### src/rtl/cfgl_pkg.sv
package cfgl_pkg;
   // Fewest flops allowed in a synchronizer chain
   localparam int unsigned CFGL_MIN_SYNC = 2;
   // Width of one serial word
   localparam int unsigned CFGL_WORD_W   = 8;
endpackage

### src/rtl/cfgl_sync.sv
module cfgl_sync #(
   parameter int unsigned STAGES = 2,
   parameter int unsigned WIDTH  = 3
) (
   input  logic             clk,
   input  logic             rst,
   input  logic [WIDTH-1:0] d,
   output logic [WIDTH-1:0] q
);
   logic [WIDTH-1:0] chain [STAGES];

   always_ff @(posedge clk or posedge rst) begin
      if (rst) chain[0] <= '0;
      else     chain[0] <= d;
   end

   for (genvar s = 1; s < STAGES; s++) begin : g_stage
      always_ff @(posedge clk or posedge rst) begin
         if (rst) chain[s] <= '0;
         else     chain[s] <= chain[s-1];
      end
   end

   assign q = chain[STAGES-1];
endmodule

### src/rtl/cfgl_edge.sv
module cfgl_edge (
   input  logic clk,
   input  logic rst,
   input  logic level,
   output logic rise
);
   logic prev;

   always_ff @(posedge clk or posedge rst) begin
      if (rst) prev <= 1'b0;
      else     prev <= level;
   end

   assign rise = level & ~prev;

   // one pulse per edge, never two cycles in a row
   p_single_pulse_r7: assert property (@(posedge clk) disable iff (rst)
      rise |=> !rise);
endmodule

### src/rtl/cfgl_shifter.sv
module cfgl_shifter #(
   parameter int unsigned WIDTH = 8
) (
   input  logic             clk,
   input  logic             rst,
   input  logic             shift_en,
   input  logic             din,
   output logic [WIDTH-1:0] sr
);
   always_ff @(posedge clk or posedge rst) begin
      if (rst)           sr <= '0;
      else if (shift_en) sr <= {sr[WIDTH-2:0], din};
   end

   // no bit-clock edge, no movement
   p_hold_r1: assert property (@(posedge clk) disable iff (rst)
      !shift_en |=> $stable(sr));
   // new bit enters at the bottom, older bits move toward the MSB
   p_msb_first_r2: assert property (@(posedge clk) disable iff (rst)
      shift_en |=> (sr[0] == $past(din)) && (sr[WIDTH-1:1] == $past(sr[WIDTH-2:0])));
endmodule

### src/rtl/cfgl_regfile.sv
module cfgl_regfile #(
   parameter int unsigned ADDR_W = 3,
   parameter int unsigned DATA_W = 5
) (
   input  logic                            clk,
   input  logic                            rst,
   input  logic                            wr_en,
   input  logic [ADDR_W+DATA_W-1:0]        wr_word,
   output logic [(1<<ADDR_W)*DATA_W-1:0]   regs_flat
);
   localparam int unsigned NREG = 1 << ADDR_W;

   logic [ADDR_W-1:0] wr_addr;
   logic [DATA_W-1:0] wr_data;
   assign wr_addr = wr_word[ADDR_W+DATA_W-1:DATA_W];
   assign wr_data = wr_word[DATA_W-1:0];

   for (genvar i = 0; i < NREG; i++) begin : g_reg
      logic [DATA_W-1:0] r;
      always_ff @(posedge clk or posedge rst) begin
         if (rst)                                      r <= '0;
         else if (wr_en && wr_addr == ADDR_W'(i))      r <= wr_data;
      end
      assign regs_flat[i*DATA_W +: DATA_W] = r;
   end

   // a write lands its payload in the addressed slot
   p_write_lands_r4: assert property (@(posedge clk) disable iff (rst)
      wr_en |=> regs_flat[$past(wr_addr)*DATA_W +: DATA_W] == $past(wr_data));
   // without a write, the bank does not move
   p_bank_quiet_r7: assert property (@(posedge clk) disable iff (rst)
      !wr_en |=> $stable(regs_flat));
endmodule

### src/rtl/cfg_serial_loader.sv
module cfg_serial_loader #(
   parameter int unsigned SYNC_STAGES = 2,
   parameter int unsigned ADDR_W      = 3,
   parameter int unsigned DATA_W      = 5
) (
   input  logic                          clk,
   input  logic                          rst,
   input  logic                          ser_clk,
   input  logic                          ser_dat,
   input  logic                          ser_lat,
   output logic [(1<<ADDR_W)*DATA_W-1:0] cfg_regs
);
   import cfgl_pkg::*;

   localparam int unsigned WORD_W = ADDR_W + DATA_W;

   if (SYNC_STAGES < CFGL_MIN_SYNC) begin : g_bad_sync
      $error("SYNC_STAGES must be at least %0d", CFGL_MIN_SYNC);
   end
   if (WORD_W != CFGL_WORD_W) begin : g_bad_word
      $error("ADDR_W + DATA_W must equal %0d", CFGL_WORD_W);
   end

   // All three lines share one chain so data stays aligned with its clock
   logic [2:0] sync_q;
   cfgl_sync #(.STAGES(SYNC_STAGES), .WIDTH(3)) u_sync (
      .clk (clk),
      .rst (rst),
      .d   ({ser_lat, ser_clk, ser_dat}),
      .q   (sync_q)
   );

   logic bit_rise, lat_rise;
   cfgl_edge u_bit_edge (.clk(clk), .rst(rst), .level(sync_q[1]), .rise(bit_rise));
   cfgl_edge u_lat_edge (.clk(clk), .rst(rst), .level(sync_q[2]), .rise(lat_rise));

   logic [WORD_W-1:0] shreg;
   cfgl_shifter #(.WIDTH(WORD_W)) u_shift (
      .clk      (clk),
      .rst      (rst),
      .shift_en (bit_rise),
      .din      (sync_q[0]),
      .sr       (shreg)
   );

   cfgl_regfile #(.ADDR_W(ADDR_W), .DATA_W(DATA_W)) u_bank (
      .clk       (clk),
      .rst       (rst),
      .wr_en     (lat_rise),
      .wr_word   (shreg),
      .regs_flat (cfg_regs)
   );

   // reset holds every register at its zero default
   p_reset_clear_r6: assert property (@(posedge clk)
      rst |-> (cfg_regs == '0) && (shreg == '0));
endmodule

### config.mk
export PLATFORM = sky130hd
export DESIGN_NAME = cfg_serial_loader
export DESIGN_NICKNAME = d
export VERILOG_FILES = /design/src/rtl/cfgl_pkg.sv /design/src/rtl/cfgl_sync.sv /design/src/rtl/cfgl_edge.sv /design/src/rtl/cfgl_shifter.sv /design/src/rtl/cfgl_regfile.sv /design/src/rtl/cfg_serial_loader.sv
export SDC_FILE = /design/constraint.sdc
export NUM_CORES = 1
export LEC_CHECK = 0
export BUFFER_PORTS_ARGS = -buffer_cell sky130_fd_sc_hd__buf_2
export CORE_MARGIN = 10
export CORE_UTILIZATION = 50
export CTS_CLUSTER_DIAMETER = 120
export DETAILED_ROUTE_END_ITERATION = 7
export PLACE_DENSITY_LB_ADDON = 0.3
export SETUP_SLACK_MARGIN = 0.4
export SLEW_MARGIN = 25
export SYNTH_ARGS = -nofsm -noshare
export SYNTH_HDL_FRONTEND = slang
export SYNTH_SLANG_ARGS = --single-unit
export TNS_END_PERCENT = 5
### constraint.sdc
create_clock -name clk -period 2.5 [get_ports clk]
set_input_delay 0.125 -clock clk [delete_from_list [all_inputs] [get_ports clk]]
set_output_delay 0.125 -clock clk [all_outputs]
set_load 0.01 [all_outputs]
==> Implementation_results.wiki, run 1 <==
{| class="wikitable"
! Metric !! Value
|-
| Clock input transition at the sequential cells of the worst setup and hold paths || 90 ps
|-
| Startpoint type of the worst setup path || flip-flop
|-
| Number of pins with negative max-slew slack in the final report || 0
|-
| Element type at the critical path end || flip-flop
|-
| Routed metal-1 wire length || 1730 um
|-
| Count of clock tree sinks || 56
|-
| Top routing layer in use || met4
|-
| Pin count of the biggest net entering global routing || 57
|-
| Vertical die dimension || 84.8 um
|-
| Grt ovf || 0
|-
| Seq/Total Area, Yosys || 66.8%
|-
| I/O pin count || between 40 and 50
|-
| Most frequent cells in the layout || sky130_fd_sc_hd__dfrtp_1, sky130_fd_sc_hd__buf_2, sky130_fd_sc_hd__mux2_2, sky130_fd_sc_hd__nand2_1, sky130_fd_sc_hd__clkbuf_8
|-
| RSZ-0062 raised after global routing || no
|-
| Fraction of synthesized cell area taken by the top area cell type || 66.8%
|-
| Ratio of total power to cell area || 871 nW/um2
|-
| Run status || completed
|-
| Vias in the first global route || 1,297
|-
| Startpoint of the most critical setup path || u_lat_edge.prev
|-
| Setup skew after layout || roughly 6.6 ps
|-
| Total clock buffers created by CTS || 5
|-
| Summed negative setup slack over all endpoints || 0 ps
|-
| Source of the worst register-to-register timing path || u_lat_edge.prev
|-
| Antenna violations before repair || 0
|-
| Min-delay worst type || input pin to asynchronous set/reset pin
|-
| Final-layout fill cell count || around 320
|-
| Top area cells in the synthesized netlist || sky130_fd_sc_hd__dfrtp_1, sky130_fd_sc_hd__mux2_2, sky130_fd_sc_hd__nand2_1
|-
| Core Region || 4030 um2
|-
| Number of remaining DRC errors || 0
|-
| Floorplan die area || around 7200 um2
|-
| Dominant cell type by area after synthesis || sky130_fd_sc_hd__dfrtp_1
|-
| MaxCap Viol Count || 0
|-
| CP Max Fanout || 5
|-
| Number of iterations in the first detailed-routing pass || 4
|-
| End of the worst register-to-register path || u_bank.g_reg[3].r[1]
|-
| Commonest non-fill, non-tap cell in the layout || sky130_fd_sc_hd__dfrtp_1
|-
| CTS tree || done
|-
| Number of rows created at floorplan || 23
|-
| Setup violations, final || 0
|-
| Termination of the worst setup path || u_bank.g_reg[3].r[1]
|-
| Share of the core filled with cells || 61.1%
|-
| IO buf count || 44
|-
| Mapped cell area || 2100 um2
|-
| Total global-route track usage || 11.8%
|-
| Antenna fix cells || 0
|-
| DR vias || between 1,000 and 1,500
|-
| Clock Latency Late Sink || 300 ps
|-
| Power share of the combinational group || 22.1%
|-
| Worst Path Arrival || 1740 ps
|-
| Internal power summed over all cells || 1.52 mW
|-
| NumNets Final || 195
|-
| Final worst-path cycle share || 62.1%
|-
| Largest incremental delay on the critical path || 400 ps
|-
| Drt total wl || 4100 um
|-
| Endpoint required time on the critical path || 2690 ps
|-
| Total leakage power || approximately 1.3 nW
|-
| Wire length per cell || 17.1 um
|-
| IR drop worst, VDD || 0.458 mV
|-
| Synthesized net count || 147
|-
| Kind of critical path || flip-flop to flip-flop
|-
| Deepest clock path buffer count || 2
|-
| Post-synthesis register bit count || 56
|-
| Number of antenna-violating nets in the routed design || 0
|-
| Instance count after placement with tap cells included || 230
|-
| Slowest stage cell on the critical path || sky130_fd_sc_hd__dfrtp_1
|-
| Headroom to the max-slew limit || between 50% and 60%
|-
| Starting Density || 52.0%
|-
| Die span in x || 84.8 um
|-
| Clock network fraction of design power || 20.9%
|-
| Drt initial violations || 77
|-
| Wire length of the first global-routing pass || approximately 6800 um
|-
| Sequence of cells on the critical path || nand3b_2 > nor3b_4 > mux2_2
|-
| Mean cell area of the mapped netlist || 14.8 um2
|-
| Final hold vios || 0
|-
| H-tree levels || 2
|-
| Final critical delay including setup and external delays || 1550 ps
|-
| Unique cell type count in the Yosys netlist || 15
|-
| Routability-driven placement congestion ratio || 0.797
|-
| Cell area after layout || between 2000 and 2500 um2
|-
| Syn-to-layout area delta || 17.5%
|-
| Half-perimeter wire length after placement || 2910 um
|-
| Part of the total power dissipated in sequential elements || between 50% and 60%
|-
| WL met2 || 2080 um
|-
| Number of instances in the synthesized netlist || 142
|-
| Worst-Margin Slew || 684 ps
|-
| Post-DP Area || ~2400 um2
|-
| Ratio of cells with drive above 1 in the final layout || 51.1%
|-
| Root Buffer || sky130_fd_sc_hd__clkbuf_8
|-
| Number of cells upsized or downsized after cts || 0
|-
| Syn. warnings || 0
|-
| Path depth of the worst reg2reg path || 3
|-
| Switching fraction of total power || a little under 30%
|-
| Final cell count without fillers || 240
|-
| Worst reg-to-reg setup slack || 950 ps
|-
| Maximum clock rate || 644 MHz
|-
| Psw || between 0.6 and 0.7 mW
|-
| Wire length on met3 || 227 um
|-
| Via-per-instance ratio || just over 5
|}
[worst max-delay path, delay by kind of cell, from the launching register on]
kind             cells  cell delay (ps)
and+or+nand+nor      2              670
DFF                  1              400
muxes                1              370
[sequential cells by signal (all words and copies together) (netlist names)]
register / count
u_lat_edge.prev: 1
u_sync.chain: 3
u_bank.g.r: 40
u_bit_edge.prev: 1
u_sync.q: 3
u_shift.sr: 8
[worst min path at each step]
stage	from	to	slack, ps
finish	rst	u_bank.g_reg[4].r[2]	3
global route	rst	u_bank.g_reg[4].r[2]	70
CTS	rst	u_bit_edge.prev	30
detailed placement	ser_clk	u_sync.chain[4]	230
global placement	ser_dat	u_sync.chain[3]	230
floorplan	ser_dat	u_sync.chain[3]	160
[power by group through the flow]
stage                     combinational (mW)  sequential, mW  clock [mW]
after CTS                              0.490            1.23       0.466
final                                  0.474            1.22       0.449
after detailed placement               0.486            1.25           0
after global placement                 0.469            1.23           0
after global routing                   0.525            1.26       0.499
after floorplan                        0.230            1.27           0
[logic make-up (layout without fill, tap and decap cells)]
group	after synthesis	after routing	synth area share, %
buffers and inverters	8	56	1.67
flip-flops	56	56	66.8
AND/OR/NAND/NOR	38	38	10.0
multiplexers	40	40	21.5
[layout make-up]
| class | count | area [um2] | area share (%) |
|---|---|---|---|
| clock buffers | 6 | 72.6 | 2.95 |
| clock inverters | 1 | 5.00 | 0.203 |
| inverters | 1 | 3.75 | 0.152 |
| multi-input cells | 78 | 661 | 26.8 |
| flip-flops and latches | 56 | 1400 | 56.9 |
| well taps | 50 | 62.6 | 2.54 |
| repair buffers | 48 | 258 | 10.5 |
[cells in the mapped netlist, drive strengths merged]
cell and n:
nor2 2, and2b 1, nand2 26, nor3b 3, mux2 40, clkbuf 7
dfrtp 56, inv 1, nand2b 2, nand3b 3, nor2b 1
[layer usage]
layer  track usage [%]  up-vias
met3              3.77        9
met4              4.79        0
met2              19.4       34
met5                 0        -
met1              14.0      605
li1                  -      567
[per-stage QoR]
stage / power, mW / hold WS (ps) / setup slack [ps]
5_1_grt: 2.28 / 69.9 / 898
2_1_floorplan: 1.50 / 156 / 1000
3_3_place_gp: 1.70 / 233 / 1030
4_1_cts: 2.18 / 27.9 / 935
3_5_place_dp: 1.73 / 234 / 946
6_report: 2.15 / 3.11 / 947
[timing repair]
action	in CTS	in global routing
setup buffers	0	0
hold buffers	3	0
endpoints found under the hold margin	3	0
No activity file was read; power rests on OpenSTA's default activity.
==> run 2: changes to the inputs <==
ABC_AREA = 1   (was not set)
CORE_UTILIZATION = 48   (was 50)
clock period = 1.3 ns   (was 2.5 ns; I/O delays follow)
==> Implementation_results.wiki, run 2 <==
{| class="wikitable"
! Metric !! Value
|-
| Unique cell type count in the Yosys netlist || 13 (-2)
|-
| Reg with most FFs || u_bank.g.r
|-
| RSZ-0062 raised after global routing || yes
|-
| Source of the worst register-to-register timing path || u_lat_edge.prev
|-
| Half-perimeter wire length after placement || 3280 um (+13%)
|-
| Clock Latency Late Sink || 310 ps (about the same)
|-
| Antenna fix cells || 0 (unchanged)
|-
| Fraction of synthesized cell area taken by the top area cell type || 64.5% (-2.3 points)
|-
| Hold_sp || u_sync.chain[4]
|-
| Proportion of synthesized flip-flops having asynchronous set or reset || 100% (unchanged)
|-
| Post-DP Area || 2500 um2 (+6.3%)
|-
| Clock input transition at the sequential cells of the worst setup and hold paths || 90 ps (about the same)
|-
| CTS tree || done
|-
| Most frequent cells in the layout || sky130_fd_sc_hd__nand2_1, sky130_fd_sc_hd__dfrtp_1, sky130_fd_sc_hd__buf_2, sky130_fd_sc_hd__nand3_1, sky130_fd_sc_hd__o21ai_0
|-
| Vias in the first global route || 1,839 (+42%)
|-
| Syn. warnings || 0 (unchanged)
|-
| Seq/Total Area, Yosys || 64.5% (-2.3 points)
|-
| Final critical delay including setup and external delays || 1130 ps (-419 ps)
|-
| Min-delay worst type || flip-flop to flip-flop
|-
| Kind of critical path || flip-flop to flip-flop
|-
| Routability-driven placement congestion ratio || 0.766 (-3.9%)
|-
| IO buf count || 44 (unchanged)
|-
| Worst Path Arrival || 1330 ps (-410 ps)
|-
| Endpoint required time on the critical path || 1500 ps (-1190 ps)
|-
| Largest family of logic cells by synthesized area || simple AND/OR/NAND/NOR gates
|-
| Wire length per cell || 14.7 um (-14%)
|-
| NumNets Final || 300 (+54%)
|-
| Vertical die dimension || 87.3 um (+3.0%)
|-
| Total leakage power || 1.53 nW (+13%)
|-
| Final worst-path cycle share || 87.2% (+25 points)
|-
| Drt initial violations || 99 (+29%)
|-
| Total global-route track usage || 13.9% (+2.1 points)
|-
| Multiplexer share of the synthesized area || 0% (-21 points)
|-
| Wire length of the first global-routing pass || 8540 um (+25%)
|-
| Post-synthesis register bit count || 56 (unchanged)
|-
| Regs by FF count || u_bank.g.r (40), u_shift.sr (8)
|-
| Final-layout fill cell count || 355 (+9.6%)
|-
| Post-synth EDFFs || 0 (unchanged)
|-
| Number of pins with negative max-slew slack in the final report || 0 (unchanged)
|-
| Final cell count without fillers || 348 (+45%)
|-
| Path depth of the worst reg2reg path || 6 (+3)
|-
| Worst-Margin Slew || 428 ps (-256 ps)
|-
| Run status || completed
|-
| I/O pin count || 45 (unchanged)
|-
| Instance count after placement with tap cells included || 327 (+42%)
|-
| H-tree levels || 2 (unchanged)
|-
| Xor and xnor area share after synthesis || 0% (unchanged)
|-
| Ratio of total power to cell area || 2020 nW/um2 (+130%)
|-
| CP Max Fanout || 5 (unchanged)
|-
| Starting Density || 49.9% (-2.2 points)
|-
| Startpoint of the most critical setup path || u_lat_edge.prev
|-
| Deepest clock path buffer count || 2 (unchanged)
|-
| DR vias || 1,745 (+44%)
|-
| Mean cell area of the mapped netlist || 9.32 um2 (-37%)
|-
| Number of remaining DRC errors || 0 (unchanged)
|-
| Die span in x || 87.3 um (+3.0%)
|-
| Setup violations, final || 0 (unchanged)
|-
| Final WS setup || 167 ps (-781 ps)
|-
| Syn-to-layout area delta || 32.0%
|-
| Ratio of cells with drive above 1 in the final layout || 33.8% (-17 points)
|-
| Number of flip-flops in the largest register || 40 (unchanged)
|-
| Core Region || 4350 um2 (+8.1%)
|-
| MaxCap Viol Count || 0 (unchanged)
|-
| Via-per-instance ratio || 5.01 (-0.95%)
|-
| Synthesized-area fraction occupied by ao, oa, aoi and oai cells || 5.30% (+5.3 points)
|-
| Most common cell in the synthesized netlist || sky130_fd_sc_hd__nand2_1
|-
| Floorplan die area || 7620 um2 (+6.0%)
|-
| Commonest non-fill, non-tap cell in the layout || sky130_fd_sc_hd__nand2_1
|-
| Root Buffer || sky130_fd_sc_hd__clkbuf_8
|-
| Most frequent cells after synthesis || sky130_fd_sc_hd__nand2_1, sky130_fd_sc_hd__dfrtp_1, sky130_fd_sc_hd__nand3_1, sky130_fd_sc_hd__o21ai_0
|-
| Maximum clock rate || 882 MHz (+37%)
|-
| Setup skew after layout || 7.21 ps (+0.658 ps)
|-
| Startpoint type of the worst setup path || flip-flop
|-
| Number of instances in the synthesized netlist || 233 (+64%)
|-
| Cell count of the worst hold path || 0
|-
| Top area cells in the synthesized netlist || sky130_fd_sc_hd__dfrtp_1, sky130_fd_sc_hd__nand2_1, sky130_fd_sc_hd__nand3_1
|-
| Simple-gate share of the synthesized area || 26.6% (+17 points)
|-
| Leading register cell type out of synthesis || sky130_fd_sc_hd__dfrtp_1
|-
| Synthesized net count || 238 (+62%)
|-
| Dominant cell type by area after synthesis || sky130_fd_sc_hd__dfrtp_1
|-
| Antenna violations before repair || 0 (unchanged)
|-
| Mapped cell area || 2170 um2 (+3.6%)
|-
| IR drop worst, VDD || 1.26 mV (+170%)
|-
| Cell area after layout || 2870 um2 (+16%)
|-
| Number of iterations in the first detailed-routing pass || 4 (unchanged)
|-
| Count of clock tree sinks || 56 (unchanged)
|-
| Number of rows created at floorplan || 24 (+4.3%)
|-
| Drt total wl || 5120 um (+25%)
|-
| Pin count of the biggest net entering global routing || 57 (unchanged)
|-
| Element type at the critical path end || flip-flop
|-
| Minimum setup slack after placement || 28.9 ps (-917 ps)
|-
| Number of antenna-violating nets in the routed design || 0 (unchanged)
|-
| Total clock buffers created by CTS || 5 (unchanged)
|-
| Headroom to the max-slew limit || 71.5% (+17 points)
|-
| Adder-cell area share of the yosys netlist || 0% (unchanged)
|-
| Grt ovf || 0 (unchanged)
|-
| Final hold vios || 0 (unchanged)
|-
| Summed negative setup slack over all endpoints || 0 ps (unchanged)
|-
| Share of the core filled with cells || 65.8% (+4.7 points)
|}
[run 2: metrics by stage]
stage / hold slack, ps / total power [mW]
final: 355 / 5.78
after global routing: 368 / 6.20
after CTS: 359 / 5.80
after detailed placement: 162 / 4.43
after global placement: 159 / 4.37
after floorplan: 96.4 / 3.58
[run 2: worst paths after layout]
check	to	slack (ps)
setup / recovery	u_bank.g_reg[1].r[2]	170
hold / removal	u_sync.q[1]	350
setup reg to reg	u_bank.g_reg[1].r[2]	170
hold reg to reg	u_sync.q[1]	350
max in group asynchronous	u_sync.q[2]	690
min in group asynchronous	u_bank.g_reg[6].r[2]	360
[run 2: cell type report]
cell class	count	area [um2]	area share (%)
Clock buffer	7	96.3	3.36
Sequential cell	56	1410	49.1
Multi-Input combinational cell	156	792	27.6
Tap cell	52	65.1	2.27
Clock inverter	1	30.0	1.05
Timing Repair Buffer	64	428	14.9
Inverter	12	48.8	1.70
[run 2: critical path, stage by stage (launching register included)]
cell and delay, ps:
sky130_fd_sc_hd__dfrtp_1 400, sky130_fd_sc_hd__buf_4 150, sky130_fd_sc_hd__nor2_4 120, sky130_fd_sc_hd__buf_6 150, sky130_fd_sc_hd__nand3_4 90, sky130_fd_sc_hd__nand2_1 70, sky130_fd_sc_hd__nand2_1 50
[run 2: logic make-up (layout without fill, tap and decap cells)]
group                  count (synthesis)  in the layout
AOI/OAI and AO/OA                     23             23
buffers and inverters                 21             84
DFF                                   56             56
and+or+nand+nor                      133            133
[run 2: layer usage]
layer  vias to the layer above  wire, um  track usage [%]
li1                        863         -                -
met1                       814      2180             16.9
met2                        54      2470             22.8
met3                        14       361             4.31
met4                         0       106             5.07
met5                         -         0                0
[run 2: repair_timing]
| action | in CTS | in global routing |
|---|---|---|
| gates resized for setup | 32 | 11 |
| gates cloned | 1 | 0 |
| buffers inserted | 5 | 3 |
| pin swaps | 7 | 2 |
| setup endpoints to repair | 82 | 88 |
| endpoints found under the hold margin | 59 | 0 |
| hold buffers | 4 | 0 |
[run 2: report_power, final]
group          switching, mW  leakage [nW]  total, mW  internal, mW
Clock                  0.535        0.0645       1.22         0.680
Combinational           1.05         0.761       1.82         0.770
Sequential             0.421         0.701       2.75          2.33
==> run 3: changes to the inputs <==
CTS_CLUSTER_DIAMETER = 30   (was 120)
RECOVER_POWER = 100   (was not set)
==> Implementation_results.wiki, run 3 (same netlist as run 2, synthesis figures left out) <==
{| class="wikitable"
! Metric !! Value
|-
| Psw || 2.02 mW (+0.74%)
|-
| Number of iterations in the first detailed-routing pass || 4 (unchanged)
|-
| Switching fraction of total power || 35.8% (+1.1 points)
|-
| Ratio of total power to cell area || 2020 nW/um2 (about the same)
|-
| Number of antenna-violating nets in the routed design || 0 (unchanged)
|-
| End of the worst register-to-register path || u_bank.g_reg[2].r[0]
|-
| Root Buffer || sky130_fd_sc_hd__clkbuf_8
|-
| Maximum clock rate || 862 MHz (-2.3%)
|-
| Part of the total power dissipated in sequential elements || 48.9% (+1.4 points)
|-
| Number of remaining DRC errors || 0 (unchanged)
|-
| Routability-driven placement congestion ratio || 0.766 (unchanged)
|-
| Worst reg-to-reg setup slack || 140 ps (-30 ps)
|-
| Number of rows created at floorplan || 24 (unchanged)
|-
| DR vias || 1,749 (+0.23%)
|-
| RSZ-0062 raised after global routing || yes
|-
| Grt ovf || 0 (unchanged)
|-
| Syn-to-layout area delta || 28.9%
|-
| Cell area after layout || 2800 um2 (-2.3%)
|-
| Count of clock tree sinks || 56 (unchanged)
|-
| Total clock buffers created by CTS || 5 (unchanged)
|-
| Post-DP Area || 2500 um2 (unchanged)
|-
| Reg with most FFs || u_bank.g.r
|-
| Internal power summed over all cells || 3.63 mW (-3.9%)
|-
| Headroom to the max-slew limit || 69.8% (-1.7 points)
|-
| Commonest non-fill, non-tap cell in the layout || sky130_fd_sc_hd__nand2_1
|-
| Setup violations, final || 0 (unchanged)
|-
| Kind of critical path || flip-flop to flip-flop
|-
| Number of pins with negative max-slew slack in the final report || 0 (unchanged)
|-
| IO buf count || 44 (unchanged)
|-
| Vias in the first global route || 1,839 (unchanged)
|-
| Setup skew after layout || 7.87 ps (+0.651 ps)
|-
| Number of flip-flops in the largest register || 40 (unchanged)
|-
| H-tree levels || 2 (unchanged)
|-
| Run status || completed
|-
| Termination of the worst setup path || u_bank.g_reg[2].r[0]
|-
| Floorplan die area || 7620 um2 (unchanged)
|-
| Total global-route track usage || 13.9% (unchanged)
|-
| Worst Path Arrival || 1360 ps (+30 ps)
|-
| CTS tree || done
|-
| CP Max Fanout || 5 (unchanged)
|-
| IR drop worst, VDD || 1.21 mV (-3.4%)
|-
| Wire length of the first global-routing pass || 8540 um (unchanged)
|-
| Via-per-instance ratio || 5.03 (+0.23%)
|-
| Final worst-path cycle share || 89.2% (+2.0 points)
|-
| Path depth of the worst reg2reg path || 6 (unchanged)
|-
| Clock network fraction of design power || 21.5% (+0.5 points)
|-
| MaxCap Viol Count || 0 (unchanged)
|-
| Startpoint type of the worst setup path || flip-flop
|-
| Drt total wl || 5170 um (+1.0%)
|-
| Drt initial violations || 134 (+35%)
|-
| Most frequent cells in the layout || sky130_fd_sc_hd__nand2_1, sky130_fd_sc_hd__dfrtp_1, sky130_fd_sc_hd__clkbuf_1, sky130_fd_sc_hd__nand3_1, sky130_fd_sc_hd__o21ai_0
|-
| Startpoint of the most critical setup path || u_sync.q[2]
|-
| Die span in x || 87.3 um (unchanged)
|-
| NumNets Final || 300 (unchanged)
|-
| Clock Latency Late Sink || 310 ps (about the same)
|-
| Pin count of the biggest net entering global routing || 57 (unchanged)
|-
| Source of the worst register-to-register timing path || u_sync.q[2]
|-
| Summed negative setup slack over all endpoints || 0 ps (unchanged)
|-
| Antenna fix cells || 0 (unchanged)
|-
| Antenna violations before repair || 0 (unchanged)
|-
| Total Power || 5.65 mW (-2.3%)
|-
| Final hold vios || 0 (unchanged)
|-
| Element type at the critical path end || flip-flop
|-
| Wire length per cell || 14.9 um (+1.0%)
|-
| Min-delay worst type || flip-flop to flip-flop
|-
| Ratio of cells with drive above 1 in the final layout || 19.6% (-14 points)
|-
| Regs by FF count || u_bank.g.r (40), u_shift.sr (8)
|-
| Endpoint required time on the critical path || 1500 ps (about the same)
|-
| Power share of the combinational group || 29.6% (-1.9 points)
|-
| Final-layout fill cell count || 380 (+7.0%)
|-
| Starting Density || 49.9% (unchanged)
|-
| Final critical delay including setup and external delays || 1160 ps (+26.6 ps)
|-
| Deepest clock path buffer count || 2 (unchanged)
|-
| Worst-Margin Slew || 452 ps (+24.3 ps)
|-
| I/O pin count || 45 (unchanged)
|-
| Core Region || 4350 um2 (unchanged)
|-
| Total leakage power || 1.38 nW (-9.5%)
|-
| Half-perimeter wire length after placement || 3280 um (unchanged)
|-
| Clock input transition at the sequential cells of the worst setup and hold paths || 90 ps (about the same)
|-
| Vertical die dimension || 87.3 um (unchanged)
|}
==> run 3: how the worst min path moves through the flow <==
stage | slack [ps] | depth (start not counted) | to | start
after global routing | 370 | 0 | u_sync.q[2] | u_sync.chain[5]
after global placement | 160 | 3 | u_sync.q[1] | rst
after floorplan | 100 | 0 | u_sync.chain[3] | ser_dat
after CTS | 360 | 0 | u_sync.q[1] | u_sync.chain[4]
final | 350 | 0 | u_sync.q[1] | u_sync.chain[4]
after detailed placement | 160 | 3 | u_sync.q[1] | rst
==> run 3: per-stage QoR <==
stage                     utilization [%]  hold slack (ps)  worst slack, ps  std cells
after global placement               57.5              159             61.5        327
after CTS                            64.9              359              190        345
after floorplan                         -             96.4              185        233
final                                64.3              355              140        348
after global routing                 64.3              368             55.5        348
after detailed placement             57.5              162             28.9        327
==> run 3: repair_timing <==
| item | in CTS | in global routing |
|---|---|---|
| gates cloned | 1 | 0 |
| hold endpoints to repair | 59 | 0 |
| setup endpoints to repair | 82 | 88 |
| hold buffers | 4 | 0 |
| pin swaps | 7 | 2 |
| setup buffers | 5 | 3 |
| gates resized for setup | 32 | 11 |
==> run 3: area by class of cell <==
type                       instances  area (um2)  share of cell area, %
clock buffer                       7        96.3                   3.44
clock inverter                     1        30.0                   1.07
inverter                          12        46.3                   1.65
tap                               52        65.1                   2.32
sequential                        56        1410                   50.2
multi-input combinational        156         779                   27.8
timing repair buffer              64         378                   13.5
==> run 3: critical path: stages, from the launching register on <==
cell,delay (ps)
sky130_fd_sc_hd__dfrtp_1,460
sky130_fd_sc_hd__inv_2,80
sky130_fd_sc_hd__nor2_4,160
sky130_fd_sc_hd__buf_6,150
sky130_fd_sc_hd__nand3_4,90
sky130_fd_sc_hd__nand2_1,70
sky130_fd_sc_hd__nand2_1,50
==> run 3: per-layer routing <==
layer | vias up | GRT usage (%) | wire length, um
met2 | 47 | 22.8 | 2510
met1 | 824 | 16.9 | 2230
li1 | 864 | - | -
met4 | 0 | 5.07 | 106
met5 | - | 0 | 0
met3 | 14 | 4.31 | 327
==> run 3: power by group through the flow <==
stage          Sequential, mW  Combinational (mW)  Clock, mW
2_1_floorplan            2.92               0.664          0
3_3_place_gp             2.74                1.63          0
3_5_place_dp             2.76                1.66          0
4_1_cts                  2.73                1.82       1.24
5_1_grt                  2.84                1.90       1.33
6_report                 2.76                1.67       1.22
